**config.mk**
```make
export PLATFORM = sky130hd
export DESIGN_NAME = dec8b10b
export DESIGN_NICKNAME = d
export VERILOG_FILES = /design/src/rtl/dec8b10b_pkg.sv /design/src/rtl/dec8b10b_datapath.sv /design/src/rtl/dec8b10b_control.sv /design/src/rtl/dec8b10b.sv
export SDC_FILE = /design/constraint.sdc
export NUM_CORES = 1
export LEC_CHECK = 0
export BUFFER_PORTS_ARGS = -buffer_cell sky130_fd_sc_hd__buf_4
export CORE_UTILIZATION = 50
export DETAILED_ROUTE_END_ITERATION = 10
export GPL_TIMING_DRIVEN = 0
export HOLD_SLACK_MARGIN = 0.02
export PLACE_DENSITY = 0.68
export SETUP_SLACK_MARGIN = 0.4
export SKIP_CTS_REPAIR_TIMING = 1
export SYNTH_ARGS = -nofsm -noshare
export SYNTH_HDL_FRONTEND = slang
export SYNTH_SLANG_ARGS = --single-unit
```
**constraint.sdc**
```tcl
create_clock -name clk -period 2.25 [get_ports clk]
set_input_delay 0 -clock clk [delete_from_list [all_inputs] [get_ports clk]]
set_output_delay 0 -clock clk [all_outputs]
set_load 0.05 [all_outputs]
```
**src/rtl/dec8b10b_pkg.sv**
```systemverilog
package dec8b10b_pkg;

  localparam int SYM_W  = 10;
  localparam int SUB6_W = 6;
  localparam int SUB4_W = SYM_W - SUB6_W;
  localparam int LOW_W  = 5;
  localparam int HIGH_W = 3;
  localparam int BYTE_W = LOW_W + HIGH_W;
  localparam int LOW_N  = 1 << LOW_W;
  localparam int HIGH_N = 1 << HIGH_W;
  localparam int CNT_W  = $clog2(SYM_W + 1);

  localparam logic [LOW_W-1:0]  CTRL_LOW  = 5'd28;
  localparam logic [HIGH_W-1:0] HIGH_MAX  = HIGH_W'(HIGH_N - 1);
  localparam logic [SUB6_W-1:0] CTRL6_NEG = 6'b001111;
  localparam logic [CNT_W-1:0]  HEAVY_CNT = CNT_W'(6);
  localparam logic [CNT_W-1:0]  LIGHT_CNT = CNT_W'(4);

  // Classification of the current symbol, datapath -> control
  typedef struct packed {
    logic legal;   // found in data or control code space
    logic heavy;   // six ones
    logic light;   // four ones
  } symClass_t;

  // Strobes, control -> datapath
  typedef struct packed {
    logic zeroOut; // load zero byte / clear K instead of decoded value
  } dpStrobe_t;

  // 6-bit code used when disparity entering the sub-block is negative
  function automatic logic [SUB6_W-1:0] low6Neg(input logic [LOW_W-1:0] x);
    logic [SUB6_W-1:0] c;
    case (x)
      5'd0:  c = 6'b100111;  5'd1:  c = 6'b011101;
      5'd2:  c = 6'b101101;  5'd3:  c = 6'b110001;
      5'd4:  c = 6'b110101;  5'd5:  c = 6'b101001;
      5'd6:  c = 6'b011001;  5'd7:  c = 6'b111000;
      5'd8:  c = 6'b111001;  5'd9:  c = 6'b100101;
      5'd10: c = 6'b010101;  5'd11: c = 6'b110100;
      5'd12: c = 6'b001101;  5'd13: c = 6'b101100;
      5'd14: c = 6'b011100;  5'd15: c = 6'b010111;
      5'd16: c = 6'b011011;  5'd17: c = 6'b100011;
      5'd18: c = 6'b010011;  5'd19: c = 6'b110010;
      5'd20: c = 6'b001011;  5'd21: c = 6'b101010;
      5'd22: c = 6'b011010;  5'd23: c = 6'b111010;
      5'd24: c = 6'b110011;  5'd25: c = 6'b100110;
      5'd26: c = 6'b010110;  5'd27: c = 6'b110110;
      5'd28: c = 6'b001110;  5'd29: c = 6'b101110;
      5'd30: c = 6'b011110;  default: c = 6'b101011;
    endcase
    return c;
  endfunction

  // Sub-blocks whose positive-entry code is the complement of the negative one
  function automatic logic low6Flips(input logic [LOW_W-1:0] x);
    return x inside {5'd0, 5'd1, 5'd2, 5'd4, 5'd7, 5'd8, 5'd15, 5'd16,
                     5'd23, 5'd24, 5'd27, 5'd29, 5'd30, 5'd31};
  endfunction

  // 4-bit code for negative entry; alt selects the alternate form of value 7
  function automatic logic [SUB4_W-1:0] high4Base(input logic [HIGH_W-1:0] y,
                                                  input logic alt);
    logic [SUB4_W-1:0] c;
    case (y)
      3'd0: c = 4'b1011;
      3'd1: c = 4'b1001;
      3'd2: c = 4'b0101;
      3'd3: c = 4'b1100;
      3'd4: c = 4'b1101;
      3'd5: c = 4'b1010;
      3'd6: c = 4'b0110;
      default: c = alt ? 4'b0111 : 4'b1110;
    endcase
    return c;
  endfunction

  function automatic logic high4Flips(input logic [HIGH_W-1:0] y);
    return y inside {3'd0, 3'd3, 3'd4, 3'd7};
  endfunction

  // Low values that may carry a control character with upper value 7
  function automatic logic ctrlAlt7Low(input logic [LOW_W-1:0] x);
    return x inside {5'd23, 5'd27, 5'd29, 5'd30};
  endfunction

  // Reference encoding of one character for a given entry disparity
  function automatic logic [SYM_W-1:0] encodeSym(input logic [BYTE_W-1:0] b,
                                                 input logic isK,
                                                 input logic rdIn);
    logic [LOW_W-1:0]  x;
    logic [HIGH_W-1:0] y;
    logic              k28;
    logic              rdMid;
    logic              alt7;
    logic [SUB6_W-1:0] c6;
    logic [SUB4_W-1:0] c4;
    x   = b[LOW_W-1:0];
    y   = b[BYTE_W-1:LOW_W];
    k28 = isK && (x == CTRL_LOW);
    c6  = k28 ? CTRL6_NEG : low6Neg(x);
    if (rdIn && (k28 || low6Flips(x))) c6 = ~c6;
    rdMid = rdIn ^ ($countones(c6) != 3);
    alt7  = isK || (!rdMid && (x inside {5'd17, 5'd18, 5'd20}))
                || ( rdMid && (x inside {5'd11, 5'd13, 5'd14}));
    c4 = high4Base(y, alt7);
    if (high4Flips(y)) begin
      if (rdMid) c4 = ~c4;
    end else if (k28 && !rdMid) begin
      c4 = ~c4;
    end
    return {c6, c4};
  endfunction

endpackage

```
**src/rtl/dec8b10b_datapath.sv**
```systemverilog
module dec8b10b_datapath
  import dec8b10b_pkg::*;
(
  input  logic              clk,
  input  logic              rstN,
  input  logic [SYM_W-1:0]  symIn,
  input  dpStrobe_t         strobe,
  output symClass_t         cls,
  output logic [BYTE_W-1:0] dataQ,
  output logic              kQ
);

  logic [SUB6_W-1:0] sub6;
  logic [SUB4_W-1:0] sub4;
  logic [SUB4_W-1:0] sub4Norm;
  logic              ctrl28;
  logic [LOW_N-1:0]  lowHit;
  logic [HIGH_N-1:0] highHit;
  logic [LOW_W-1:0]  lowVal;
  logic [HIGH_W-1:0] highVal;
  logic              lowOk;
  logic              highOk;
  logic              isAlt7;
  logic              isK;
  logic [BYTE_W-1:0] byteVal;
  logic              reMatch;
  logic [CNT_W-1:0]  onesCnt;

  assign sub6   = symIn[SYM_W-1 -: SUB6_W];
  assign sub4   = symIn[SUB4_W-1:0];
  assign ctrl28 = (sub6 == CTRL6_NEG) || (sub6 == ~CTRL6_NEG);
  // the positive-entry control prefix carries a complemented 4-bit tail
  assign sub4Norm = (sub6 == ~CTRL6_NEG) ? ~sub4 : sub4;

  generate
    for (genvar g = 0; g < LOW_N; g++) begin : gLow
      localparam logic [LOW_W-1:0] XV = LOW_W'(g);
      assign lowHit[g] = (sub6 == low6Neg(XV)) ||
                         (low6Flips(XV) && (sub6 == ~low6Neg(XV)));
    end
    for (genvar g = 0; g < HIGH_N; g++) begin : gHigh
      localparam logic [HIGH_W-1:0] YV = HIGH_W'(g);
      assign highHit[g] = (sub4Norm == high4Base(YV, 1'b0)) ||
                          (high4Flips(YV) && (sub4Norm == ~high4Base(YV, 1'b0))) ||
                          ((YV == HIGH_MAX) &&
                           ((sub4Norm == high4Base(YV, 1'b1)) ||
                            (sub4Norm == ~high4Base(YV, 1'b1))));
    end
  endgenerate

  always_comb begin : lowEncode
    lowVal = '0;
    for (int i = 0; i < LOW_N; i++) begin
      if (lowHit[i]) lowVal = LOW_W'(i);
    end
    if (ctrl28) lowVal = CTRL_LOW;
  end

  always_comb begin : highEncode
    highVal = '0;
    for (int i = 0; i < HIGH_N; i++) begin
      if (highHit[i]) highVal = HIGH_W'(i);
    end
  end

  assign lowOk   = ctrl28 || (|lowHit);
  assign highOk  = |highHit;
  assign isAlt7  = (sub4Norm == high4Base(HIGH_MAX, 1'b1)) ||
                   (sub4Norm == ~high4Base(HIGH_MAX, 1'b1));
  assign isK     = ctrl28 || (isAlt7 && ctrlAlt7Low(lowVal));
  assign byteVal = {highVal, lowVal};
  // membership: the pattern must equal one of the two legal spellings
  assign reMatch = (symIn == encodeSym(byteVal, isK, 1'b0)) ||
                   (symIn == encodeSym(byteVal, isK, 1'b1));
  assign onesCnt = CNT_W'($countones(symIn));

  assign cls.legal = lowOk && highOk && reMatch;
  assign cls.heavy = (onesCnt == HEAVY_CNT);
  assign cls.light = (onesCnt == LIGHT_CNT);

  always_ff @(posedge clk or negedge rstN) begin
    if (!rstN) begin
      dataQ <= '0;
      kQ    <= 1'b0;
    end else if (strobe.zeroOut) begin
      dataQ <= '0;
      kQ    <= 1'b0;
    end else begin
      dataQ <= byteVal;
      kQ    <= isK;
    end
  end

  // a zeroing strobe leaves a zero byte and a low K flag next cycle
  p_zero_on_viol_r6: assert property (@(posedge clk) disable iff (!rstN)
    strobe.zeroOut |=> (dataQ == '0) && !kQ);

  // the K flag only accompanies one of the twelve control bytes
  p_k_set_r3: assert property (@(posedge clk) disable iff (!rstN)
    kQ |-> ((dataQ[LOW_W-1:0] == CTRL_LOW) ||
            (dataQ inside {8'hF7, 8'hFB, 8'hFD, 8'hFE})));

endmodule

```
**src/rtl/dec8b10b_control.sv**
```systemverilog
module dec8b10b_control
  import dec8b10b_pkg::*;
#(
  parameter bit RD_INIT = 1'b0
)(
  input  logic      clk,
  input  logic      rstN,
  input  symClass_t cls,
  output dpStrobe_t strobe,
  output logic      codeErrQ,
  output logic      dispErrQ,
  output logic      rxErrQ
);

  logic rdQ;
  logic rdNext;
  logic dispHit;
  logic codeHit;

  assign codeHit = !cls.legal;
  // polarity matching the running disparity is illegal; balanced never is
  assign dispHit = cls.legal && ((cls.heavy && rdQ) || (cls.light && !rdQ));
  // follow the symbol's own polarity; this also resynchronises after errors
  assign rdNext  = cls.heavy ? 1'b1 : (cls.light ? 1'b0 : rdQ);

  assign strobe.zeroOut = codeHit;

  always_ff @(posedge clk or negedge rstN) begin
    if (!rstN) begin
      rdQ      <= RD_INIT;
      codeErrQ <= 1'b0;
      dispErrQ <= 1'b0;
      rxErrQ   <= 1'b0;
    end else begin
      rdQ      <= rdNext;
      codeErrQ <= codeHit;
      dispErrQ <= dispHit;
      rxErrQ   <= codeHit || dispHit;
    end
  end

  // a legal unbalanced symbol without error flips the tracker
  p_rd_flip_r4: assert property (@(posedge clk) disable iff (!rstN)
    (cls.legal && (cls.heavy || cls.light) && !dispHit) |=> (rdQ != $past(rdQ)));

  // neither six nor four ones leaves the tracker alone
  p_rd_hold_r4: assert property (@(posedge clk) disable iff (!rstN)
    (!cls.heavy && !cls.light) |=> $stable(rdQ));

  // heavy legal symbol on positive disparity is reported
  p_disp_detect_r5: assert property (@(posedge clk) disable iff (!rstN)
    (cls.legal && cls.heavy && rdQ) |=> dispErrQ);

  // balanced symbols never produce a disparity error
  p_bal_no_disp_r5: assert property (@(posedge clk) disable iff (!rstN)
    (!cls.heavy && !cls.light) |=> !dispErrQ);

  // after an offending symbol the tracker equals its polarity (unchanged)
  p_recover_r7: assert property (@(posedge clk) disable iff (!rstN)
    dispHit |=> $stable(rdQ));

endmodule

```
**src/rtl/dec8b10b.sv**
```systemverilog
module dec8b10b
  import dec8b10b_pkg::*;
#(
  parameter bit RD_INIT = 1'b0
)(
  input  logic              clk,
  input  logic              rstN,
  input  logic [SYM_W-1:0]  symIn,
  output logic [BYTE_W-1:0] dataOut,
  output logic              kOut,
  output logic              codeErr,
  output logic              dispErr,
  output logic              rxErr
);

  symClass_t symCls;
  dpStrobe_t dpStb;

  dec8b10b_datapath uDatapath (
    .clk    (clk),
    .rstN   (rstN),
    .symIn  (symIn),
    .strobe (dpStb),
    .cls    (symCls),
    .dataQ  (dataOut),
    .kQ     (kOut)
  );

  dec8b10b_control #(.RD_INIT(RD_INIT)) uControl (
    .clk      (clk),
    .rstN     (rstN),
    .cls      (symCls),
    .strobe   (dpStb),
    .codeErrQ (codeErr),
    .dispErrQ (dispErr),
    .rxErrQ   (rxErr)
  );

  // a violation is never also counted as a disparity fault
  p_err_excl_r6: assert property (@(posedge clk) disable iff (!rstN)
    codeErr |-> !dispErr);

  // byte and K outputs are cleared alongside a violation
  p_viol_out_r6: assert property (@(posedge clk) disable iff (!rstN)
    codeErr |-> (dataOut == '0) && !kOut);

  // combined flag never rises without a cause
  p_rx_cause_r8: assert property (@(posedge clk) disable iff (!rstN)
    rxErr |-> (codeErr || dispErr));

endmodule

```
[After elaboration in Yosys (flattened, before gate mapping)]
Memory sizes are Yosys's and may differ from the RTL's.
Index checks and enable logic that the tools add are counted.
Word-level totals
  register bits after elaboration: 13
  bits in latches: 0
  RAM bits: 0
  ROM bits: 384
  bits of input ports: 12
  output and inout port bits: 12
  logic and storage cells: 241
  memories: 2
Operators by class
  add/sub/neg operators: 19
  multiply operators: 0
  divide/modulo/power cells: 0
  magnitude comparators: 0
  eq/ne operators: 95
  shift operators: 0
  mux-type cells: 57
  bitwise gates (word level): 5
  reduce and logical (&&, ||, !) cells: 57
Memories
  (name not given): depth 32, width 6, rd ports 1, clocked after Yosys merged registers in 0, wr ports 0, line dec8b10b_pkg.sv:34  | case (x)
  (name not given): depth 32, width 6, rd ports 1, clocked after Yosys merged registers in 0, wr ports 0, line dec8b10b_pkg.sv:34
Operators with widths (number)
  $mux 5: 31
  $eq 6x6->1 const B: 24
  $add 32x32->32: 4
  $eq 6x5->1 const B: 14
  $ne 32x3->1 const B: 2
  $pmux 4 s7: 2
  $eq 5x5->1 const B: 11
  $eq 6x4->1 const B: 7
  $mux 4: 9
  $reduce_or 32->1: 1
  $logic_or 1x1->1: 31
  $eq 4x4->1 const B: 7
  $eq 5x4->1 const B: 5
  $eq 4x3->1 const B: 6
  $add 1x1->2: 11
  $eq 10x10->1: 2
  $eq 6x3->1 const B: 3
  $mux 3: 6
  $mux 6: 3
  $add 4x4->4: 4
  $reduce_bool 14->1: 1
  $logic_and 1x1->1: 13
  $eq 3x3->1 const B: 4
  $not 4->4: 3
  other kinds (18): 29

[Depth between registers and ports, before layout]
Gate-level depths: netlist of run 1.
  word-level depth: 59
  gate-level depth with buffers: 33
  depth with buffers taken out: 29

[Cells and area by module]
From an unflattened synthesis of run 1, not the netlist that was laid out.
Second synthesis, totals
  cell total of the unflattened synthesis: 438
  area, all modules: 3250.6 um^2
By module, submodules not included
  dec8b10b_datapath: instances 1, cells an instance 428, area an instance 3116.7 um^2, sequential area each 225.2 um^2
  dec8b10b_control: instances 1, cells an instance 10, area an instance 133.9 um^2, sequential area each 100.1 um^2

[Worst setup path after synthesis of run 1]
No wires, ideal clock.
  path kind: input to register
  start: input port symIn[4]
  end: register uDatapath.dataQ[1]
  setup time: 0.073 ns
  arrival: 6.019 ns
  required time: 2.177 ns
  setup slack: -3.843 ns
  stages: 25
  buffers on the path: 1
  cell sequence: inv_1 ha_1 and2_4 or4b_1 a221o_1 a211oi_2 o21ai_2 inv_1 ha_1 nand4b_1 o2111ai_2 a21oi_1 o31a_2 ha_1 fa_1 ha_1 nor4b_1 nor3_1 o211ai_1 nand3_1 mux2i_1 or3_1 a2111o_1 buf_4 a21oi_2
Between the ends
  cells in the longest elaborated chain, start to end: 58
  elaborated cells between the ends (all ways): 212
  those cells by class: add/sub (10); eq/ne (93); mux (54); bitwise (4); reduce/logical (49); memory (2)
Ends and longest elaborated chain
  start: declaration: line dec8b10b.sv:8  | input logic [SYM_W-1:0] symIn,
  parallel branches: the longest is 57 deep, another holds $eq 6x5->1
  $mux 8 *: line dec8b10b_datapath.sv:85  | end else if (strobe.zeroOut) begin
  end signal: assignment: line dec8b10b_datapath.sv:89  | dataQ <= byteVal;
  end: declaration: line dec8b10b_datapath.sv:9  | output logic [BYTE_W-1:0] dataQ,
Every way passes the cells marked *.
A chain may end at the register's enable or synchronous reset.

[Final worst setup path of run 1]
  start: input port symIn[8]
  end: register uDatapath.dataQ[3]
Same word-level chain as after synthesis.

==> results.py, run 1 <==
metrics = {
    "placed_design": {
        "dp_cells": 616,
        "finalWeightedCongestion": 0.924,
        "hpwlAfterDp_um": 9340,
        "port_buffers": 23,
    },
    "worst_setup_path": {
        "crit_required_ps": 2420,
        "crit_fanout": 10,
        "worst-setup-path-type": "input pin to flip-flop",
        "critical_path.endpoint_type": "flip-flop",
        "start_kind": "input pin",
        "crit_arrival_ps": 6090,
    },
    "grt": {
        "track_usage_pct": 31.5,
        "antenna_found_initial": 0,
        "grt_max_degree": 14,
        "gr-total-overflow": 0,
        "grt_first_pass_wirelength_um": 19300,
        "grt_pass1_vias": 3815,
    },
    "cts": {
        "clk_latency_ps": 240,
        "cts.sinks": 13,
        "clk_path_buf_depth": 2,
        "clk_pin_slew_ps": 50,
        "h-tree-depth": 1,
        "cts_tree": "done",
        "cts_made_buffers": 3,
        "cts_root_buf": "clkbuf_8",
    },
    "cells_and_area": {
        "final_cells": 669,
        "drive_gt1_share_pct": 37.2,
        "diodes": 0,
        "final_nets": 622,
        "area_growth_pct": 36.4,
    },
    "yosys": {
        "synth_edf_count": 0,
        "synth_common_cells": "nand3_1 (53), nand2_1 (50), inv_1 (32)",
        "ys_top_cells_by_area": "ha_1 (9.8%), dfrtp_1 (8.8%), nand3_1 (7.2%), fa_1 (5.4%), nand2_1 (5.1%)",
        "synth_xor_area_share_pct": 2.84,
        "synth_top_family_by_area": "compound AO/OA/AOI/OAI gates",
        "synthFlopType": "dfrtp_1",
        "synth_warnings": 0,
        "synth_area_um2": 3700,
        "synth_compound_area_share_pct": 35.6,
        "synth-simple-area-share_pct": 27.6,
        "yosysMostFrequentCell": "nand3_1",
        "synthArstFlopShare_pct": 100,
        "yosys.area.top_type": "ha_1",
        "ys_types": 85,
        "synth.top_cell.area_share_pct": 9.79,
        "synthAdderAreaFrac_pct": 16.0,
        "synth.mux.area_fraction_pct": 1.08,
        "syn_nets": 545,
        "ys_ff_latch": 13,
        "post_synth.cell_area_avg_um2": 7.50,
        "synth_cells": 494,
        "ys_seq_area_share_pct": 8.78,
    },
    "outcome": {
        "violations": "setup timing",
        "status": "complete, but fails checks",
    },
    "timing": {
        "setup_viol": 13,
        "hold_viol": 0,
        "fin_crit_ps": 5920,
        "rsz0062_at_grt": "yes",
        "max_slew_margin_pct": 53.7,
        "fin_crit_sh_pct": 263,
        "maxSlewViolCount": 0,
        "hold_slack_ps": 144,
        "timing.fmax_ghz": 0.169,
        "worst_pin_slew_ps": 694,
        "fin_worst_skew_ps": 3.41,
        "finalWorstSetupSlack_ps": -3670,
    },
    "routing": {
        "drcViolationCount": 0,
        "num_vias": 4399,
        "wl_um": 13000,
        "first_iter_violations": 288,
        "drt_pass1_iterations": 5,
        "via_per_inst": 6.58,
        "final_antenna_net_count": 0,
        "wl_per_cell_um": 19.5,
    },
    "pwr": {
        "power_density_nw_per_um2": 699,
        "ir_drop_uv": 403,
        "p_leak_nw": 2.08,
    },
    "die": {
        "die_y_um": 88.1,
        "ios": 24,
        "start_util_pct": 51.4,
        "rows": 31,
        "core_area_um2": 7210,
        "die_area_um2": 7760,
        "die_width_um": 88.1,
    },
    "job": {
        "maxCapViolCount": 0,
    },
    "hold_path": {
        "hold_class": "input pin to async pin",
    },
}
-- sequential cells by signal, indices dropped and copies added, names as in the netlist --
signal	count
uControl.codeErrQ	1
uControl.rdQ	1
uDatapath.kQ	1
uControl.dispErrQ	1
uDatapath.dataQ	8
uControl.rxErrQ	1
-- worst max-delay path, cell delays in order --
cell	delay (ps)
buf_4	120
inv_1	80
ha_4	200
buf_4	180
clkbuf_4	200
nand4b_1	120
nand3_1	90
a222oi_1	450
o221ai_2	190
o21ai_4	280
inv_4	100
ha_4	200
nand4b_1	180
o2111ai_4	240
a32oi_4	320
nand3_4	150
ha_4	190
fa_1	530
ha_4	290
nor4b_4	260
nor3_1	90
o211ai_1	160
nand3_1	150
mux2i_2	180
or3_1	380
a2111o_1	440
buf_6	170
a21oi_2	120
-- routing by layer --
layer / routed length, µm / part of all wire, % / up-vias / GRT usage, %
met5: 0 / 0 / - / 0
met4: 444 / 3.4 / 0 / 8.80
met3: 914 / 7.0 / 42 / 0.283
met2: 6360 / 49 / 237 / 54.8
met1: 5310 / 41 / 2092 / 42.8
li1: - / - / 2028 / -
-- logic make-up (layout without fill, tap and decap cells) --
group                      Yosys count  in the layout
xor gates and xnor gates            12             12
and+or+nand+nor                    190            190
AOI/OAI and AO/OA                  167            167
muxes                                4              4
buffers and inverters               66            142
DFF                                 13             13
adders and majority gates           42             42
-- through the flow --
stage          power, mW  util, %  TNS (ps)  setup slack [ps]  cell area, µm²
2_1_floorplan       2.10        -    -39940             -3310            3920
3_3_place_gp        2.52     58.4    -53690             -4430            4210
3_5_place_dp        2.58     58.4    -54540             -4500            4210
4_1_cts             2.79     59.0    -51780             -4290            4260
5_1_grt             3.77     70.0    -47170             -3920            5050
6_report            3.53     70.0    -44310             -3670            5050
-- cells in the final DEF, fill, tap and decap left out, types with 12 or more instances in the layout --
| cell | n |
|---|---|
| a21oi_1 | 20 |
| a21oi_2 | 12 |
| buf_4 | 67 |
| dfrtp_1 | 13 |
| ha_4 | 13 |
| inv_1 | 23 |
| nand2_1 | 45 |
| nand3_1 | 47 |
| nor2_1 | 18 |
| o21ai_0 | 18 |
-- power breakdown --
| group | switching (mW) | leakage, nW | internal, mW | total (mW) |
|---|---|---|---|---|
| registers | 0.00688 | 0.169 | 0.246 | 0.253 |
| logic | 1.62 | 1.89 | 1.46 | 3.08 |
| clock network | 0.0771 | 0.0228 | 0.125 | 0.202 |
-- cell type report --
cell class                 instances  area [µm²]
multi-input combinational        415        3620
fill                             594        2160
timing repair buffer              72         581
sequential                        13         325
buffer                            32         216
inverter                          34         141
tap                               99         124
clock buffer                       4        45.0
-- worst paths after layout --
| kind | depth (start not counted) | slack [ps] | end | from |
|---|---|---|---|---|
| worst max-delay path | 28 | -3670 | uDatapath.dataQ[3]$_DFF_PN0_ | symIn[8] |
| worst min-delay path | 2 | 140 | uControl.rdQ$_DFFE_PN0P_ | rstN |
| worst max register to register | 3 | 1310 | uControl.dispErrQ$_DFF_PN0_ | uControl.rdQ$_DFFE_PN0P_ |
| worst min register to register | 2 | 540 | uControl.rdQ$_DFFE_PN0P_ | uControl.rdQ$_DFFE_PN0P_ |
| max in group asynchronous | 2 | 1950 | uDatapath.dataQ[3]$_DFF_PN0_ | rstN |
| min in group clk | 7 | 330 | uDatapath.dataQ[7]$_DFF_PN0_ | symIn[2] |
Power figures use the tool's default switching activity.
==> run 2: changes to the inputs <==
clock period = 7.2 ns   (was 2.25 ns; I/O delays follow)
==> run 2 against run 1 <==
Effect of this change:
- the flow now finishes without violations
- critical path depth did not move
- flip-flop and latch count did not move
- clock skew fell by 0.71 ps
- utilization fell by 12 points
- setup slack improved by 4300 ps
- wire length fell by 11%
- clock power fell by 70%
- die area did not move
- sequential share of layout area rose by 1.3 points
- combinational power fell by 79%
- critical endpoint is now uDatapath.dataQ[0]$_DFF_PN0_
- largest cell class unchanged
==> results.py, run 2 (same netlist as run 1, synthesis figures left out) <==
metrics = {
    "timing": {
        "fin_worst_skew_ps": 2.70,
        "fin_crit_sh_pct": 91.4,
        "timing.fmax_ghz": 0.152,
        "fin_crit_ps": 6580,
        "worst_pin_slew_ps": 655,
        "hold_viol": 0,
        "max_slew_margin_pct": 56.3,
        "maxSlewViolCount": 0,
        "setup_viol": 0,
        "rsz0062_at_grt": "no",
    },
    "worst_setup_path": {
        "crit_fanout": 10,
        "worst-setup-path-type": "input pin to flip-flop",
        "crit_required_ps": 7360,
        "critical_path.endpoint_type": "flip-flop",
        "crit_arrival_ps": 6740,
        "start_kind": "input pin",
    },
    "hold_path": {
        "hold_class": "input pin to async pin",
    },
    "routing": {
        "drcViolationCount": 0,
        "wl_um": 11600,
        "wl_per_cell_um": 18.6,
        "drt_pass1_iterations": 5,
        "num_vias": 4165,
        "via_per_inst": 6.66,
        "first_iter_violations": 299,
        "final_antenna_net_count": 0,
    },
    "placed_design": {
        "finalWeightedCongestion": 0.990,
        "dp_cells": 616,
        "hpwlAfterDp_um": 8900,
        "port_buffers": 23,
        "dpl-instance-area_um2": 4000,
    },
    "cts": {
        "cts.sinks": 13,
        "cts_tree": "done",
        "clk_latency_ps": 230,
        "h-tree-depth": 1,
        "clk_path_buf_depth": 2,
        "cts_made_buffers": 3,
        "clk_pin_slew_ps": 50,
        "cts_root_buf": "clkbuf_8",
    },
    "die": {
        "ios": 24,
        "rows": 31,
        "core_area_um2": 7210,
        "die_y_um": 88.1,
        "start_util_pct": 51.4,
        "die_width_um": 88.1,
        "die_area_um2": 7760,
    },
    "grt": {
        "grt_first_pass_wirelength_um": 18100,
        "grt_pass1_vias": 3682,
        "antenna_found_initial": 0,
        "grt_max_degree": 14,
        "track_usage_pct": 29.5,
        "gr-total-overflow": 0,
    },
    "cells_and_area": {
        "post-route-util_pct": 58.1,
        "fillers": 705,
        "final_cell_area_um2": 4190,
        "drive_gt1_share_pct": 20.7,
        "diodes": 0,
        "top_register": "uDatapath.dataQ",
        "mostFrequentLayoutCell": "nand3_1",
        "final_cells": 625,
        "area_growth_pct": 13.2,
        "final_nets": 578,
        "largest_register_ffs": 8,
        "layout_common_cells": "nand3_1 (52), nand2_1 (49), inv_1 (31)",
    },
    "outcome": {
        "status": "finished, final reports clean",
    },
    "pwr": {
        "total_power_mw": 0.790,
        "ir_drop_uv": 96.5,
        "power_density_nw_per_um2": 188,
        "p_leak_nw": 1.80,
    },
    "job": {
        "maxCapViolCount": 0,
    },
}
## run 2: cell types whose count changed in the layout (fill, tap and decap cells not counted), sizes merged
cell,delta
inv,+2
clkinvlp,-2
clkbuf,-1
buf,-43
## run 2: final timing paths
kind / start / to / slack [ps] / depth (start not counted)
worst max-delay path: symIn[4] / uDatapath.dataQ[0]$_DFF_PN0_ / 620 / 28
worst min-delay path: rstN / uDatapath.dataQ[6]$_DFF_PN0_ / 140 / 2
worst max register to register: uControl.rdQ$_DFFE_PN0P_ / uControl.dispErrQ$_DFF_PN0_ / 6310 / 3
worst min register to register: uControl.rdQ$_DFFE_PN0P_ / uControl.rdQ$_DFFE_PN0P_ / 540 / 2
max in group asynchronous: rstN / uDatapath.dataQ[0]$_DFF_PN0_ / 6910 / 2
min in group clk: symIn[2] / uDatapath.dataQ[7]$_DFF_PN0_ / 320 / 7
## run 2: power breakdown
part	switching, mW	total (mW)	internal (mW)
clock	0.0227	0.0615	0.0388
combinational	0.386	0.649	0.264
sequential	0.00212	0.0791	0.0769
## run 2: metrics by stage
| step | hold slack (ps) | setup WS (ps) | TNS, ps |
|---|---|---|---|
| final | 140 | 621 | 0 |
| after global routing | 150 | 308 | 0 |
| after global placement | -154 | -670 | -7790 |
| after CTS | -406 | -506 | -5730 |
| after detailed placement | -153 | -694 | -8000 |
| after floorplan | -296 | 1110 | 0 |
## run 2: per-layer routing
| metal | track usage [%] | part of all wire (%) | vias up |
|---|---|---|---|
| met5 | 0 | 0 | - |
| met4 | 10.1 | 3.1 | 0 |
| met1 | 39.8 | 42 | 1986 |
| met3 | 1.23 | 7.0 | 28 |
| li1 | - | - | 1933 |
| met2 | 50.4 | 48 | 218 |
## run 2: area by class of cell
| cell class | count | area (µm²) | area share [%] |
|---|---|---|---|
| flip-flops and latches | 13 | 325 | 7.76 |
| multi-input cells | 415 | 3180 | 75.7 |
| clock buffers | 4 | 45.0 | 1.07 |
| repair buffers | 28 | 213 | 5.07 |
| inverters | 34 | 131 | 3.13 |
| plain buffers | 32 | 180 | 4.30 |
| well taps | 99 | 124 | 2.95 |
## run 2: worst max-delay path, stage by stage
cell       delay (ps)
buf_4              90
inv_1             120
ha_1              290
and2_4            200
or4b_1            510
a221o_1           350
a211oi_2          340
o21ai_4           110
inv_1             140
ha_2              300
nand4b_1          250
o2111ai_4         260
a21oi_1           110
o31a_2            400
ha_1              350
fa_1              400
ha_1              180
nor2_1            150
nand3_2           180
nor4_1            230
a22o_1            180
a31oi_1            60
a21bo_1           200
or4_1             480
a311o_1           360
a21o_1            190
buf_6             160
a21oi_2           110
==> run 3: changes to the inputs <==
CORE_UTILIZATION = 46   (was 50)
PLACE_DENSITY = 0.63   (was 0.68)
==> run 3 against run 2 <==
Effect of this change:
- via count grew 1.6%
- utilization down 3.4 points
- clock skew about the same
- die area up 8.5%
- sequential power barely moved
- worst hold slack worse by 2.5 ps
- wire length is 2.0% higher
- count of clock-buffer cells in the layout unchanged
==> results.py, run 3 (same netlist as run 1, synthesis figures left out) <==
metrics = {
    "outcome": {
        "status": "finished, final reports clean",
    },
    "cells_and_area": {
        "mostFrequentLayoutCell": "nand3_1",
        "top_register": "uDatapath.dataQ",
        "fillers": 768,
        "final_cells": 634,
        "area_growth_pct": 14.7,
        "largest_register_ffs": 8,
        "diodes": 0,
        "drive_gt1_share_pct": 21.6,
        "layout_common_cells": "nand3_1 (52), nand2_1 (49), buf_4 (36)",
        "final_nets": 584,
    },
    "placed_design": {
        "dp_cells": 619,
        "hpwlAfterDp_um": 9020,
        "port_buffers": 23,
        "finalWeightedCongestion": 0.946,
    },
    "die": {
        "core_area_um2": 7770,
        "start_util_pct": 47.7,
        "die_y_um": 91.7,
        "rows": 32,
        "ios": 24,
        "die_width_um": 91.7,
        "die_area_um2": 8420,
    },
    "routing": {
        "num_vias": 4232,
        "final_antenna_net_count": 0,
        "drt_pass1_iterations": 5,
        "first_iter_violations": 339,
        "via_per_inst": 6.68,
        "drcViolationCount": 0,
        "wl_per_cell_um": 18.7,
        "wl_um": 11800,
    },
    "cts": {
        "clk_pin_slew_ps": 50,
        "clk_path_buf_depth": 2,
        "clk_latency_ps": 240,
        "cts_root_buf": "clkbuf_8",
        "cts_tree": "done",
        "cts.sinks": 13,
        "cts_made_buffers": 3,
        "h-tree-depth": 1,
    },
    "grt": {
        "grt_pass1_vias": 3793,
        "grt_first_pass_wirelength_um": 18900,
        "gr-total-overflow": 0,
        "track_usage_pct": 27.5,
        "grt_max_degree": 14,
        "antenna_found_initial": 0,
    },
    "job": {
        "maxCapViolCount": 0,
    },
    "timing": {
        "fin_crit_ps": 6580,
        "rsz0062_at_grt": "no",
        "hold_viol": 0,
        "hold_slack_ps": 137,
        "maxSlewViolCount": 0,
        "finalSetupTns_ps": 0,
        "fin_crit_sh_pct": 91.4,
        "timing.fmax_ghz": 0.152,
        "worst_pin_slew_ps": 623,
        "setup_viol": 0,
        "max_slew_margin_pct": 58.3,
        "fin_worst_skew_ps": 2.41,
    },
    "pwr": {
        "ir_drop_uv": 110,
        "p_leak_nw": 1.83,
        "power_density_nw_per_um2": 191,
    },
    "worst_setup_path": {
        "start_kind": "input pin",
        "critical_path.endpoint_type": "flip-flop",
        "crit_fanout": 10,
        "cp_common_cell": "ha_1",
        "max_stage_delay_ps": 480,
        "crit_required_ps": 7370,
        "slowest_stage": "or4_1",
        "crit_arrival_ps": 6750,
        "ff2ff_setup_slack_ps": 6310,
        "worst-setup-path-type": "input pin to flip-flop",
    },
    "hold_path": {
        "hold_class": "input pin to async pin",
    },
}
-- run 3: cell types whose count changed in the layout (fill, tap and decap cells not counted), sizes merged --
cell / previous run / this run
buf: 46 / 53
clkbuf: 17 / 16
-- run 3: stage by stage --
stage,total power [mW],cell area (µm²),setup WS (ps),util [%]
finish,0.810,4250,620,54.7
global placement,0.651,4010,-765,51.6
detailed placement,0.672,4010,-197,51.6
floorplan,0.527,3700,1110,-
global route,0.880,4250,366,54.7
CTS,0.741,4060,-10.5,52.2
-- run 3: final cells by class --
type	count	area (µm²)	area share, %
clock buffer	4	45.0	1.06
inverter	34	131	3.09
sequential	13	325	7.65
multi-input combinational	415	3190	74.9
buffer	32	178	4.18
tap	102	128	3.00
timing repair buffer	34	258	6.06
-- run 3: worst paths after layout --
check                                          from                      endpoint  depth (start not counted)
setup / recovery                           symIn[9]  uDatapath.dataQ[3]$_DFF_PN0_                         31
hold / removal                                 rstN     uControl.rxErrQ$_DFF_PN0_                          2
setup reg to reg           uControl.rdQ$_DFFE_PN0P_   uControl.dispErrQ$_DFF_PN0_                          3
hold reg to reg            uControl.rdQ$_DFFE_PN0P_      uControl.rdQ$_DFFE_PN0P_                          2
max in group asynchronous                      rstN  uDatapath.dataQ[6]$_DFF_PN0_                          2
min in group clk                           symIn[2]  uDatapath.dataQ[7]$_DFF_PN0_                          7
-- run 3: worst max-delay path, delay by kind of cell --
family,cells,cell delay [ps]
buffers and inverters,7,1140
AO/OA/AOI/OAI,12,2600
adder cells (fa/ha/maj),4,1120
AND/OR/NAND/NOR,8,1890
-- run 3: where the power goes --
group / internal, mW / switching [mW]
registers: 0.0769 / 0.00204
logic: 0.272 / 0.397
clock network: 0.0389 / 0.0232
-- run 3: per-layer routing --
layer / vias up / GRT usage (%) / routed length, µm
met1: 2035 / 36.0 / 5070
met5: - / 0 / 0
li1: 1947 / - / -
met3: 37 / 2.07 / 817
met2: 213 / 46.2 / 5530
met4: 0 / 12.4 / 426
